File: config.mk
export PLATFORM = sky130hd
export DESIGN_NAME = prefix3Adder
export DESIGN_NICKNAME = d
export VERILOG_FILES = /design/src/rtl/prefix3_pkg.sv /design/src/rtl/prefixTree.sv /design/src/rtl/outStage.sv /design/src/rtl/prefix3Adder.sv
export SDC_FILE = /design/constraint.sdc
export NUM_CORES = 1
export LEC_CHECK = 0
export ABC_AREA = 1
export BUFFER_PORTS_ARGS = -buffer_cell sky130_fd_sc_hd__buf_2
export CAP_MARGIN = 40
export CORE_MARGIN = 2
export CORE_UTILIZATION = 43
export DETAILED_ROUTE_END_ITERATION = 7
export GPL_ROUTABILITY_DRIVEN = 0
export PLACE_DENSITY = 0.74
export RECOVER_POWER = 25
export SLEW_MARGIN = 20
export SYNTH_ARGS = -nofsm -noshare
export SYNTH_HDL_FRONTEND = slang
export SYNTH_HIERARCHICAL = 1
export SYNTH_SLANG_ARGS = --single-unit
File: constraint.sdc
create_clock -name clk -period 3.1 [get_ports clk]
set_input_delay 0.155 -clock clk [delete_from_list [all_inputs] [get_ports clk]]
set_output_delay 0.155 -clock clk [all_outputs]
set_load 0.02 [all_outputs]
File: src/rtl/prefix3_pkg.sv
package prefix3_pkg;

  // 3 raised to a non-negative power
  function automatic int pow3(input int k);
    int r;
    r = 1;
    for (int i = 0; i < k; i++) r = r * 3;
    return r;
  endfunction

  // number of three-way merge levels needed for groups to cover n positions
  function automatic int levelsFor(input int n);
    int span;
    int l;
    span = 1;
    l = 0;
    while (span < n) begin
      span = span * 3;
      l = l + 1;
    end
    return l;
  endfunction

  // three-way generate merge, index 2 is the most significant subgroup
  function automatic logic mergeG3(input logic g2, input logic p2, input logic g1,
                                   input logic p1, input logic g0);
    return g2 | (p2 & (g1 | (p1 & g0)));
  endfunction

  function automatic logic mergeG2(input logic g1, input logic p1, input logic g0);
    return g1 | (p1 & g0);
  endfunction

endpackage

File: src/rtl/prefixTree.sv
module prefixTree
  import prefix3_pkg::*;
#(
  parameter int WIDTH = 64
) (
  input  logic [WIDTH-1:0] opA,
  input  logic [WIDTH-1:0] opB,
  input  logic             carryIn,
  output logic [WIDTH-1:0] sumD,
  output logic             carryD
);

  // position 0 is the carry-in slot, position j holds bit j-1
  localparam int POS    = WIDTH + 1;
  localparam int LEVELS = levelsFor(POS);

  logic gLvl [0:LEVELS][0:WIDTH];
  logic pLvl [0:LEVELS-1][0:WIDTH];
  logic [WIDTH-1:0] halfSum;

  assign halfSum = opA ^ opB;

  // bit terms feed straight into the first merge level
  assign gLvl[0][0] = carryIn;
  assign pLvl[0][0] = 1'b0;
  for (genvar j = 1; j <= WIDTH; j++) begin : gBit
    assign gLvl[0][j] = opA[j-1] & opB[j-1];
    assign pLvl[0][j] = opA[j-1] | opB[j-1];
  end

  for (genvar lvl = 1; lvl <= LEVELS; lvl++) begin : gLevel
    localparam int STRIDE = pow3(lvl - 1);
    for (genvar j = 0; j <= WIDTH; j++) begin : gNode
      if (j >= 2 * STRIDE) begin : gFull
        assign gLvl[lvl][j] = mergeG3(gLvl[lvl-1][j], pLvl[lvl-1][j],
                                      gLvl[lvl-1][j-STRIDE], pLvl[lvl-1][j-STRIDE],
                                      gLvl[lvl-1][j-2*STRIDE]);
        if (lvl < LEVELS) begin : gProp
          assign pLvl[lvl][j] = pLvl[lvl-1][j] & pLvl[lvl-1][j-STRIDE]
                              & pLvl[lvl-1][j-2*STRIDE];
        end
      end else if (j >= STRIDE) begin : gPair
        assign gLvl[lvl][j] = mergeG2(gLvl[lvl-1][j], pLvl[lvl-1][j],
                                      gLvl[lvl-1][j-STRIDE]);
        if (lvl < LEVELS) begin : gProp
          assign pLvl[lvl][j] = pLvl[lvl-1][j] & pLvl[lvl-1][j-STRIDE];
        end
      end else begin : gPass
        assign gLvl[lvl][j] = gLvl[lvl-1][j];
        if (lvl < LEVELS) begin : gProp
          assign pLvl[lvl][j] = pLvl[lvl-1][j];
        end
      end
    end
  end

  // final level: carry into bit i is the complete prefix at position i
  for (genvar i = 0; i < WIDTH; i++) begin : gSum
    assign sumD[i] = halfSum[i] ^ gLvl[LEVELS][i];
  end
  assign carryD = gLvl[LEVELS][WIDTH];

endmodule

File: src/rtl/outStage.sv
module outStage #(
  parameter int WIDTH        = 64,
  parameter bit REGISTER_OUT = 1'b1
) (
  input  logic             clk,
  input  logic             rstN,
  input  logic [WIDTH-1:0] sumD,
  input  logic             carryD,
  output logic [WIDTH-1:0] sumQ,
  output logic             carryQ
);

  if (REGISTER_OUT) begin : gReg
    always_ff @(posedge clk) begin
      if (!rstN) begin
        sumQ   <= '0;
        carryQ <= 1'b0;
      end else begin
        sumQ   <= sumD;
        carryQ <= carryD;
      end
    end

    // reset clears the outputs
    p_reset_clear_r7: assert property (@(posedge clk)
      !rstN |=> (sumQ == '0 && carryQ == 1'b0));
  end else begin : gWire
    assign sumQ   = sumD;
    assign carryQ = carryD;
  end

endmodule

File: src/rtl/prefix3Adder.sv
module prefix3Adder #(
  parameter int WIDTH        = 64,
  parameter bit REGISTER_OUT = 1'b1
) (
  input  logic             clk,
  input  logic             rstN,
  input  logic [WIDTH-1:0] opA,
  input  logic [WIDTH-1:0] opB,
  input  logic             carryIn,
  output logic [WIDTH-1:0] sumOut,
  output logic             carryOut
);

  logic [WIDTH-1:0] sumD;
  logic             carryD;

  prefixTree #(.WIDTH(WIDTH)) i_tree (
    .opA    (opA),
    .opB    (opB),
    .carryIn(carryIn),
    .sumD   (sumD),
    .carryD (carryD)
  );

  outStage #(.WIDTH(WIDTH), .REGISTER_OUT(REGISTER_OUT)) i_out (
    .clk   (clk),
    .rstN  (rstN),
    .sumD  (sumD),
    .carryD(carryD),
    .sumQ  (sumOut),
    .carryQ(carryOut)
  );

  if (REGISTER_OUT) begin : gChk
    logic [WIDTH:0] refTotal;
    assign refTotal = {1'b0, opA} + {1'b0, opB} + {{WIDTH{1'b0}}, carryIn};

    // registered sum follows the arithmetic reference
    p_sum_ref_r1: assert property (@(posedge clk) disable iff (!rstN)
      $past(rstN) |-> (sumOut == $past(refTotal[WIDTH-1:0])));

    // carry-out follows the arithmetic reference
    p_carry_ref_r2: assert property (@(posedge clk) disable iff (!rstN)
      $past(rstN) |-> (carryOut == $past(refTotal[WIDTH])));

    // zero operands pass the carry-in through
    p_cin_only_r3: assert property (@(posedge clk) disable iff (!rstN)
      ($past(rstN) && $past(opA == '0 && opB == '0)) |->
        (sumOut == {{(WIDTH-1){1'b0}}, $past(carryIn)} && !carryOut));

    // full ripple when every position propagates
    p_full_ripple_r4: assert property (@(posedge clk) disable iff (!rstN)
      ($past(rstN) && $past((opA ^ opB) == '1)) |->
        (carryOut == $past(carryIn) && sumOut == {WIDTH{!$past(carryIn)}}));
  end

endmodule

### After elaboration in Yosys (flattened, before gate mapping)

Index checks and enable logic that the tools add are counted.

| storage, ports and cells | value |
|---|---|
| register bits after elaboration | 65 |
| logic and storage cells | 1259 |
| output and inout port bits | 65 |
| input bits | 131 |

| cells by class | value |
|---|---|
| bitwise logic cells | 1257 |

Operator list:

| cell | number |
|---|---|
| bitwise AND 1 bit | 752 |
| OR 1 bit | 440 |
| bitwise XOR 1 bit | 64 |
| bitwise XOR 64 bit | 1 |

### Logic depth before layout (Yosys ltp)

Gate-level depths: netlist of the first run.

| logic depth | value |
|---|---|
| depth after elaboration | 17 |
| gate-level depth with buffers | 21 |
| mapped depth without buffers | 21 |

### Modules after synthesis

The synthesis of the first run kept the hierarchy.

By module, submodules not included:

| module | area an instance (um2) | cells each | sequential area each (um2) | instances |
|---|---|---|---|---|
| prefixTree | 6578.8 | 1234 | 0.0 | 1 |
| outStage | 1858.0 | 202 | 1301.2 | 1 |

### Worst setup path after synthesis of the first run

No wires, ideal clock.

| path | value |
|---|---|
| kind | input -> register |
| start | input opA[0] |
| end | register i_out.sumQ[53] |
| library setup time | 109 ps |
| path buffers | 0 |
| stages on the path | 17 |
| path slack | 960 ps |
| data arrival time | 2031 ps |
| data required time | 2991 ps |
| cells stage by stage | inv_1 > fa_1 > fa_1 > nor2_1 > nand2_1 > nand3_1 > nand3_1 > nand2_1 > nand2_1 > nand2_1 > nand2_1 > nand2_1 > nand2_1 > nand3_1 > nand2_1 > nand2_1 > inv_1 |

| on the way | value |
|---|---|
| longest elaborated chain between the ends | 16 |
| elaborated cells between the ends (all ways) | 17 |
| classes of those cells | bitwise (17) |

RTL lines:

| item | RTL line | text |
|---|---|---|
| start, declared | prefix3Adder.sv:7 | `input logic [WIDTH-1:0] opA,` |
| OR 1 bit | prefixTree.sv:28 | `assign pLvl[0][j] = opA[j-1] \| opB[j-1];` |
| bitwise AND 1 bit | prefix3_pkg.sv:27 | `return g2 \| (p2 & (g1 \| (p1 & g0)));` |
| OR 1 bit * | prefix3_pkg.sv:27 |  |
| bitwise AND 1 bit * | prefix3_pkg.sv:27 |  |
| OR 1 bit * | prefix3_pkg.sv:27 |  |
| bitwise AND 1 bit * | prefix3_pkg.sv:27 |  |
| OR 1 bit * | prefix3_pkg.sv:27 |  |
| bitwise AND 1 bit * | prefix3_pkg.sv:27 |  |
| OR 1 bit * | prefix3_pkg.sv:27 |  |
| bitwise AND 1 bit * | prefix3_pkg.sv:27 |  |
| OR 1 bit * | prefix3_pkg.sv:27 |  |
| bitwise AND 1 bit * | prefix3_pkg.sv:27 |  |
| OR 1 bit * | prefix3_pkg.sv:27 |  |
| bitwise AND 1 bit * | prefix3_pkg.sv:31 | `return g1 \| (p1 & g0);` |
| OR 1 bit * | prefix3_pkg.sv:31 |  |
| bitwise XOR 1 bit * | prefixTree.sv:59 | `assign sumD[i] = halfSum[i] ^ gLvl[LEVELS][i];` |
| named net sumD[53] | prefix3Adder.sv:14 | `logic [WIDTH-1:0] sumD;` |
| end signal, assigned | outStage.sv:19 | `sumQ <= sumD;` |
| end, declared | outStage.sv:9 | `output logic [WIDTH-1:0] sumQ,` |

The timed path passes the listed nets; every way through them passes the cells marked *.
A chain may end at the register's enable or synchronous reset.

### Worst setup path after layout of the first run

| path | value |
|---|---|
| start | input opA[0] |
| end | register i_out.sumQ[56] |

| on the way | value |
|---|---|
| longest elaborated chain between the ends | 10 |
| elaborated cells between the ends (all ways) | 11 |
| classes of those cells | bitwise (11) |

RTL lines:

| item | RTL line |
|---|---|
| OR 1 bit | prefixTree.sv:28 |
| bitwise AND 1 bit | prefix3_pkg.sv:27 |
| OR 1 bit * | prefix3_pkg.sv:27 |
| bitwise AND 1 bit * | prefix3_pkg.sv:27 |
| OR 1 bit * | prefix3_pkg.sv:27 |
| bitwise AND 1 bit * | prefix3_pkg.sv:27 |
| OR 1 bit * | prefix3_pkg.sv:27 |
| bitwise AND 1 bit * | prefix3_pkg.sv:27 |
| OR 1 bit * | prefix3_pkg.sv:27 |
| bitwise XOR 1 bit * | prefixTree.sv:59 |
| named net sumD[56] | prefix3Adder.sv:14 |

Marked as above.

==> impl_metrics.py, run 1 <==
metrics = {
    "flow_run": {
        "maxCapViolations": 0,
    },
    "logic_synthesis": {
        "synth_warnings": 6,
        "syn_area_per_cell_sq_um": 5.88,
        "ys_seq_area_share_pct": 15.4,
        "syn-cell-area_sq_um": 8440,
        "synthFlopType": "dfxtp_1",
        "syn_inst": 1436,
        "async_flop_share_pct": 0,
        "synthesis.nets": 1697,
        "netlist-cell-type-count": 45,
        "synth_top_cell_area_share_pct": 19.0,
        "synth-edff-count": 0,
        "synth.most_common_cell": "nand2_1",
        "synth.largest_area_cell": "ha_1",
        "synth_common_cells": "380 x nand2_1, 368 x inv_1, 140 x nor2_1",
        "synth_seq_cells": 65,
        "yosys-top-cells-area": "ha_1 19%, nand2_1 17%, inv_1 16%",
    },
    "finish": {
        "multi_input_area_sq_um": 5550,
        "fin_cells": 1905,
        "nNetsFinal": 1897,
        "areaGrowthSynthToFinish_pct": 17.4,
        "final_area_sq_um": 9910,
        "seqCellArea_sq_um": 1300,
        "nFillCells": 2047,
        "utilization_pct": 51.2,
        "drive_gt1_share_pct": 17.1,
        "antenna_cells": 0,
    },
    "timing": {
        "clock.fmax_ghz": 0.436,
        "fin_crit_ps": 2290,
        "rsz0062_at_grt": "no",
        "drv_slew": 0,
        "slew_headroom_pct": 54.3,
        "finalSetupTns_ps": 0,
        "tightest_slew_ps": 685,
        "worst_slack_ps": 806,
        "finalCritPeriodShare_pct": 74.0,
        "finalSetupViolCount": 0,
        "hold_viol": 0,
    },
    "placed_design": {
        "post-place-ws_ps": 524,
        "dp_hpwl_um": 21900,
        "port_buffers": 195,
        "placed_cell_area_sq_um": 9680,
        "dp_cells": 1890,
    },
    "die": {
        "num_io_pins": 196,
        "start_util_pct": 43.6,
        "die_height_um": 144,
        "rows": 51,
        "die_w_um": 144,
        "die_area_sq_um": 20800,
        "coreArea_sq_um": 19300,
    },
    "power": {
        "intPower_w": 0.00205,
        "pwr-share-seq_pct": 27.8,
        "p_leak_nw": 6.32,
        "combPwrFrac_pct": 45.3,
        "switching_power_w": 0.00152,
        "peakVddDrop_mv": 0.262,
        "power_frac_clock_pct": 27.0,
        "p_sw_share_pct": 42.6,
        "power_density_nw_per_um2": 360,
    },
    "global_route": {
        "grt_pass1_vias": 8673,
        "grt_pass1_wl_um": 40400,
        "antenna_found_initial": 0,
        "track_usage_pct": 25.0,
        "grt_max_degree": 54,
        "grt_overflow": 0,
    },
    "detailed_routing": {
        "drt_iter0_drc": 677,
        "drc": 0,
        "vias": 9013,
        "via_per_inst": 4.73,
        "totalWireLength_um": 25600,
        "drt_pre_antenna_iters": 6,
        "wl_per_cell_um": 13.4,
        "final_antenna_net_count": 0,
    },
    "clocking": {
        "cts_sinks": 65,
        "ctsResizeCount": 0,
        "cts.path.max_buffers": 2,
        "cts_made_buffers": 9,
        "cts.reportedPaths.clkPinSlew_ps": 60,
        "hold_buffers": 0,
        "htree_num_levels": 3,
        "cts_tree": "done",
        "root_buffer": "clkbuf_16",
        "post_cts_buffers": 0,
    },
    "setup_path": {
        "startpoint": "opA[0]",
        "startpoint_type": "input pin",
        "end_kind": "register",
        "path_cells": "buf_2, inv_1, fa_1, fa_1, nor2_1, nand2_1, nand3_1, nand2_1, nand3_1, nand2_1, nand2_1, nand2_1, nand2_2, nand2_1, nand3_1, nand2_1, nand2_1, inv_1",
        "crit_end": "i_out/sumQ[56]$_SDFF_PN0_",
        "worstPathRequired_ps": 3350,
        "cp.arrival_ps": 2540,
        "slowest_stage": "fa_1",
        "critPathKind": "input pin to register",
        "path_common_cell": "nand2_1",
        "cp_max_fo": 4,
        "critical-path-max-stage-delay_ps": 480,
    },
    "status": {
        "status": "complete, no violations",
    },
    "worst_hold_path": {
        "worst_hold_path_type": "input pin to register",
        "min_from": "rstN",
    },
}
[worst max-delay path: cells and delay by family]
kind          cells  cell delay, ps
simple gates     13            1280
buf+inv           3             190
fa+ha+maj         2             910
[cell families after synthesis]
| group | after synthesis | synth area share [%] |
|---|---|---|
| buffers and inverters | 412 | 18.8 |
| flip-flops | 65 | 15.4 |
| AO/OA/AOI/OAI | 136 | 9.21 |
| adder cells (fa/ha/maj) | 130 | 19.5 |
| XOR/XNOR | 37 | 3.84 |
| AND/OR/NAND/NOR | 656 | 33.2 |
[how the worst min path moves through the flow]
stage | to | slack [ps] | cells past startpoint
finish | i_out/sumQ[16]$_SDFF_PN0_ | 170 | 3
global placement | i_out/sumQ[0]$_SDFF_PN0_ | 520 | 3
CTS | i_out/sumQ[16]$_SDFF_PN0_ | 160 | 3
global route | i_out/sumQ[3]$_SDFF_PN0_ | 180 | 3
floorplan | i_out/sumQ[0]$_SDFF_PN0_ | 420 | 3
detailed placement | i_out/sumQ[16]$_SDFF_PN0_ | 530 | 3
[sequential cells by signal (all words and copies together), names as in the netlist]
register	cells
i_out/sumQ	64
i_out/carryQ	1
[cells in the final DEF (no fill, tap or decap), types with 2 or more instances in the layout]
cell and n:
nand2_1 380, inv_1 368, buf_2 164, nor2_1 140
ha_1 128, dfxtp_1 65, a21oi_1 57, nand3_1 49
xor2_1 36, inv_2 33, clkbuf_1 32, nor2_2 27
o21ai_0 25, o21ai_1 21, nand2_2 20, clkbuf_16 9
nand4_1 9, nor3_1 8, a21boi_1 8, nor3_2 7
o21bai_1 7, clkinv_2 5, nor2_4 4, o211ai_1 3
and3_1 3, clkinv_1 3, a21oi_2 2, a211oi_1 2
a31oi_1 2, nand3_2 2, nand3b_1 2, nor4_1 2
o21a_1 2, fa_1 2
[cell type report]
cell class	count	area share [%]
inverter	405	15.4
sequential	65	13.1
clock buffer	11	2.45
clock inverter	4	0.202
tap	265	3.35
timing repair buffer	196	9.54
multi-input combinational	959	56.0
[layer usage]
metal / vias to the layer above / track usage [%] / wire length, um
met3: 62 / 4.44 / 1810
met1: 3968 / 29.1 / 10600
met4: 0 / 9.86 / 897
li1: 4629 / - / -
met2: 354 / 45.3 / 12300
met5: - / 0 / 0
[metrics by stage]
stage	hold slack [ps]	total power [W]
2_1_floorplan	422	0.00210
6_report	169	0.00357
5_1_grt	177	0.00382
4_1_cts	161	0.00359
3_5_place_dp	525	0.00261
3_3_place_gp	519	0.00259
[power by group through the flow]
stage                     logic, W  clock network (W)  registers, W
final                      0.00162           0.000963      0.000991
after global routing       0.00181            0.00102      0.000998
after CTS                  0.00162           0.000987      0.000989
after detailed placement   0.00161                  0       0.00100
after global placement     0.00158                  0       0.00101
after floorplan           0.000954                  0       0.00115
Note: power is estimated with default switching activity, not from simulation.
==> run 2: changes to the inputs <==
==> constraint.sdc (replaced) <==
create_clock -name clk -period 2.4 [get_ports clk]
set_input_delay 0.12 -clock clk [delete_from_list [all_inputs] [get_ports clk]]
set_output_delay 0.12 -clock clk [all_outputs]
set_load 0.02 [all_outputs]
==> impl_metrics.py, run 2 (synthesis results as in run 1) <==
metrics = {
    "worst_hold_path": {
        "worst_hold_path_type": "input pin to register",
    },
    "detailed_routing": {
        "drc": 0,
        "drt_pre_antenna_iters": 6,
        "via_per_inst": 4.77,
        "vias": 9147,
        "wl_per_cell_um": 13.4,
        "drt_iter0_drc": 645,
        "final_antenna_net_count": 0,
        "totalWireLength_um": 25800,
    },
    "placed_design": {
        "dp_cells": 1905,
        "port_buffers": 195,
        "dp_hpwl_um": 22100,
    },
    "clocking": {
        "htree_num_levels": 3,
        "post_cts_buffers": 0,
        "cts_tree": "done",
        "cts_made_buffers": 9,
        "hold_buffers": 0,
        "cts.reportedPaths.clkPinSlew_ps": 60,
        "cts_sinks": 65,
        "cts.path.max_buffers": 2,
        "root_buffer": "clkbuf_16",
        "ctsResizeCount": 0,
    },
    "global_route": {
        "met2_usage_pct": 44.2,
        "grt_use_met3_pct": 3.68,
        "grt_pass1_vias": 8587,
        "busiest_layer": "met2",
        "grt_max_degree": 25,
        "antenna_found_initial": 0,
        "grt_overflow": 0,
        "grt_pass1_wl_um": 39700,
        "track_usage_pct": 24.7,
        "met1_usage_pct": 28.4,
    },
    "finish": {
        "antenna_cells": 0,
        "nNetsFinal": 1912,
        "largest_reg_flops": 64,
        "drive_gt1_share_pct": 17.7,
        "reg.largest.list": "i_out/sumQ x64, i_out/carryQ x1",
        "top_register": "i_out/sumQ",
        "final_common_cell": "nand2_1",
        "fin_cells": 1919,
        "areaGrowthSynthToFinish_pct": 18.8,
        "nFillCells": 2013,
        "layout_common_cells": "380 x nand2_1, 368 x inv_1, 164 x buf_2",
    },
    "setup_path": {
        "critical-path-max-stage-delay_ps": 480,
        "cp.arrival_ps": 2420,
        "path_cells": "buf_2, inv_1, fa_1, fa_1, nor2_1, nand2_1, nand3_1, nand3_1, nand2_1, nand2_1, nand2_1, nand2_1, nand2_1, nand2_1, nand2_1, nand2_1, nand2_1, nand2_1, inv_1",
        "path_common_cell": "nand2_1",
        "startpoint_type": "input pin",
        "slowest_stage": "fa_1",
        "cp_max_fo": 4,
        "critPathKind": "input pin to register",
        "end_kind": "register",
        "worstPathRequired_ps": 2700,
    },
    "die": {
        "die_w_um": 144,
        "rows": 51,
        "coreArea_sq_um": 19300,
        "die_area_sq_um": 20800,
        "num_io_pins": 196,
        "die_height_um": 144,
        "start_util_pct": 43.6,
    },
    "timing": {
        "slew_headroom_pct": 69.3,
        "hold_viol": 0,
        "tightest_slew_ps": 458,
        "clock.fmax_ghz": 0.471,
        "finalSetupViolCount": 0,
        "drv_slew": 0,
        "fin_crit_ps": 2120,
        "finalSetupTns_ps": 0,
        "finalCritPeriodShare_pct": 88.4,
        "rsz0062_at_grt": "no",
    },
    "power": {
        "power_density_nw_per_um2": 467,
        "p_leak_nw": 6.39,
        "peakVddDrop_mv": 0.365,
    },
    "status": {
        "status": "complete, no violations",
    },
    "flow_run": {
        "maxCapViolations": 0,
    },
}
## run 2: changes by cell type in the layout (fill, tap and decap cells not counted), sizes merged
cell and delta:
buf +15, clkinv -4, clkbuf +3
## run 2: through the flow
stage | hold slack [ps] | cell area [sq um] | util, % | power (W) | worst slack [ps]
floorplan | 387 | 8440 | - | 0.00271 | 295
global placement | 535 | 9800 | 50.7 | 0.00337 | 14.1
detailed placement | 535 | 9800 | 50.7 | 0.00341 | -44.1
CTS | 205 | 10100 | 52.0 | 0.00471 | 317
global route | 233 | 10000 | 51.8 | 0.00499 | 41.7
finish | 212 | 10000 | 51.8 | 0.00468 | 278
## run 2: area by class of cell
cell class / instances / area (sq um) / area share (%)
clock buffer: 14 / 264 / 2.63
inverter: 405 / 1520 / 15.2
multi-input combinational: 959 / 5550 / 55.3
sequential: 65 / 1300 / 13.0
tap: 265 / 332 / 3.31
timing repair buffer: 211 / 1060 / 10.6
## run 2: path summary, 6_finish.rpt
| check | from | to | slack [ps] | cells past startpoint |
|---|---|---|---|---|
| worst max-delay path | opA[0] | i_out/sumQ[53]$_SDFF_PN0_ | 280 | 19 |
| worst min-delay path | rstN | i_out/sumQ[0]$_SDFF_PN0_ | 210 | 3 |
## run 2: worst max-delay path: cells and delay by family
| family | cells | cell delay (ps) |
|---|---|---|
| adder cells (fa/ha/maj) | 2 | 890 |
| buffers and inverters | 3 | 210 |
| AND/OR/NAND/NOR | 14 | 1210 |
## run 2: layer usage
metal	wire, um	up-vias	share of wire [%]
met5	0	-	0
met1	10300	4047	40
li1	-	4662	-
met4	1190	0	4.6
met2	12300	362	48
met3	1920	76	7.5
## run 2: report_power, final
| group | leakage [nW] | internal (W) | switching [W] |
|---|---|---|---|
| registers | 0.541 | 0.00123 | 0.0000484 |
| clock network | 0.129 | 0.000746 | 0.000525 |
| logic | 5.72 | 0.000733 | 0.00139 |
| total | 6.39 | 0.00271 | 0.00197 |
==> run 3: changes to the inputs <==
--- a/config.mk
+++ b/config.mk
@@ -8,11 +8,12 @@
 export ABC_AREA = 1
 export BUFFER_PORTS_ARGS = -buffer_cell sky130_fd_sc_hd__buf_2
 export CAP_MARGIN = 40
-export CORE_MARGIN = 2
-export CORE_UTILIZATION = 43
+export CORE_MARGIN = 10
+export CORE_UTILIZATION = 56
 export DETAILED_ROUTE_END_ITERATION = 7
 export GPL_ROUTABILITY_DRIVEN = 0
-export PLACE_DENSITY = 0.74
+export MAX_ROUTING_LAYER = met4
+export PLACE_DENSITY = 0.91
 export RECOVER_POWER = 25
 export SLEW_MARGIN = 20
 export SYNTH_ARGS = -nofsm -noshare
==> impl_metrics.py, run 3 (synthesis results as in run 1) <==
metrics = {
    "timing": {
        "finalSetupViolCount": 0,
        "slew_headroom_pct": 19.3,
        "rsz0062_at_grt": "no",
        "hold_viol": 0,
        "drv_slew": 0,
        "finalCritPeriodShare_pct": 91.7,
        "fin_crit_ps": 2200,
        "clock.fmax_ghz": 0.454,
        "finalSetupTns_ps": 0,
        "tightest_slew_ps": 1210,
    },
    "die": {
        "num_io_pins": 196,
        "die_area_sq_um": 20400,
        "die_w_um": 143,
        "coreArea_sq_um": 14600,
        "die_height_um": 143,
        "start_util_pct": 57.6,
        "rows": 44,
    },
    "detailed_routing": {
        "via_per_inst": 5.14,
        "totalWireLength_um": 26900,
        "drc": 0,
        "final_antenna_net_count": 0,
        "wl_per_cell_um": 14.6,
        "drt_pre_antenna_iters": 6,
        "drt_iter0_drc": 942,
        "vias": 9466,
    },
    "power": {
        "fin_total_pwr_w": 0.00505,
        "p_leak_nw": 6.43,
        "power_density_nw_per_um2": 505,
        "peakVddDrop_mv": 0.338,
    },
    "placed_design": {
        "placed_cell_area_sq_um": 9690,
        "dp_hpwl_um": 22900,
        "dp_cells": 1823,
        "port_buffers": 195,
    },
    "global_route": {
        "antenna_found_initial": 1,
        "grt_pass1_wl_um": 42400,
        "track_usage_pct": 26.4,
        "grt_overflow": 0,
        "grt_max_degree": 26,
        "grt_pass1_vias": 9388,
    },
    "finish": {
        "reg.largest.list": "i_out/sumQ x64, i_out/carryQ x1",
        "nNetsFinal": 1911,
        "final_common_cell": "nand2_1",
        "utilization_pct": 68.3,
        "fin_cells": 1841,
        "areaGrowthSynthToFinish_pct": 18.6,
        "layout_common_cells": "380 x nand2_1, 368 x inv_1, 163 x buf_2",
        "largest_reg_flops": 64,
        "drive_gt1_share_pct": 17.9,
        "top_register": "i_out/sumQ",
        "final_area_sq_um": 10000,
    },
    "clocking": {
        "cts.reportedPaths.clkPinSlew_ps": 70,
        "htree_num_levels": 3,
        "cts_made_buffers": 9,
        "root_buffer": "clkbuf_16",
        "cts.path.max_buffers": 2,
        "cts_tree": "done",
        "hold_buffers": 0,
        "cts_sinks": 65,
    },
    "setup_path": {
        "critPathKind": "input pin to register",
        "startpoint_type": "input pin",
        "cp_max_fo": 4,
        "end_kind": "register",
        "cp.arrival_ps": 2460,
        "worstPathRequired_ps": 2660,
    },
    "worst_hold_path": {
        "hold_path_depth": 6,
        "min_from": "opB[3]",
        "worst_hold_path_type": "input pin to register",
        "holdPathEnd": "i_out/sumQ[3]$_SDFF_PN0_",
    },
    "status": {
        "status": "complete, no violations",
    },
    "flow_run": {
        "maxCapViolations": 0,
    },
}
## run 3: worst max path at each step
stage | startpoint | end | slack [ps] | cells after the start
2_1_floorplan | opA[0] | i_out/sumQ[53]$_SDFF_PN0_ | 290 | 17
3_3_place_gp | opA[0] | i_out/sumQ[56]$_SDFF_PN0_ | 4 | 18
3_5_place_dp | opA[0] | i_out/sumQ[56]$_SDFF_PN0_ | -80 | 18
4_1_cts | opA[0] | i_out/sumQ[56]$_SDFF_PN0_ | 230 | 18
5_1_grt | opA[0] | i_out/sumQ[56]$_SDFF_PN0_ | 50 | 18
6_report | opA[0] | i_out/sumQ[56]$_SDFF_PN0_ | 200 | 18
## run 3: through the flow
step | hold WS [ps] | setup WS (ps)
floorplan | 387 | 295
global placement | 538 | 3.98
detailed placement | 537 | -76.0
CTS | 219 | 232
global route | 244 | 45.1
finish | 224 | 199
## run 3: layout make-up
| type | instances | area, sq um |
|---|---|---|
| clock buffers | 9 | 225 |
| fillers | 1261 | 4640 |
| flip-flops and latches | 65 | 1300 |
| multi-input cells | 959 | 5550 |
| repair buffers | 210 | 1050 |
| inverters | 405 | 1520 |
| clock inverters | 7 | 125 |
| well taps | 184 | 230 |
| diodes | 2 | 5.00 |
## run 3: critical path: stages
cell and delay, ps:
buf_2 90, inv_1 60, fa_1 470, fa_1 430, nor2_1 120, nand2_1 80
nand3_2 130, nand2_1 80, nand3_1 110, nand2_1 60, nand2_1 80, nand2_1 60
nand2_2 150, nand2_1 100, nand3_1 130, nand2_1 60, nand2_1 70, inv_1 40
## run 3: timing repair
item / CTS / global route
endpoints found under the setup margin: 0 / 1
buffers inserted: 0 / 0
gates resized for setup: 0 / 1
## run 3: where the power goes
group / internal (W) / switching (W) / total [W]
sequential: 0.00123 / 0.0000470 / 0.00127
clock: 0.00103 / 0.000596 / 0.00162
combinational: 0.000732 / 0.00142 / 0.00215
## run 3: metal layers
| layer | vias up | global-route usage (%) | part of all wire (%) |
|---|---|---|---|
| met3 | 117 | 6.04 | 9.8 |
| met2 | 513 | 45.7 | 48 |
| met1 | 4171 | 27.3 | 37 |
| li1 | 4665 | - | - |
| met5 | - | - | 0 |
| met4 | 0 | 14.9 | 5.2 |
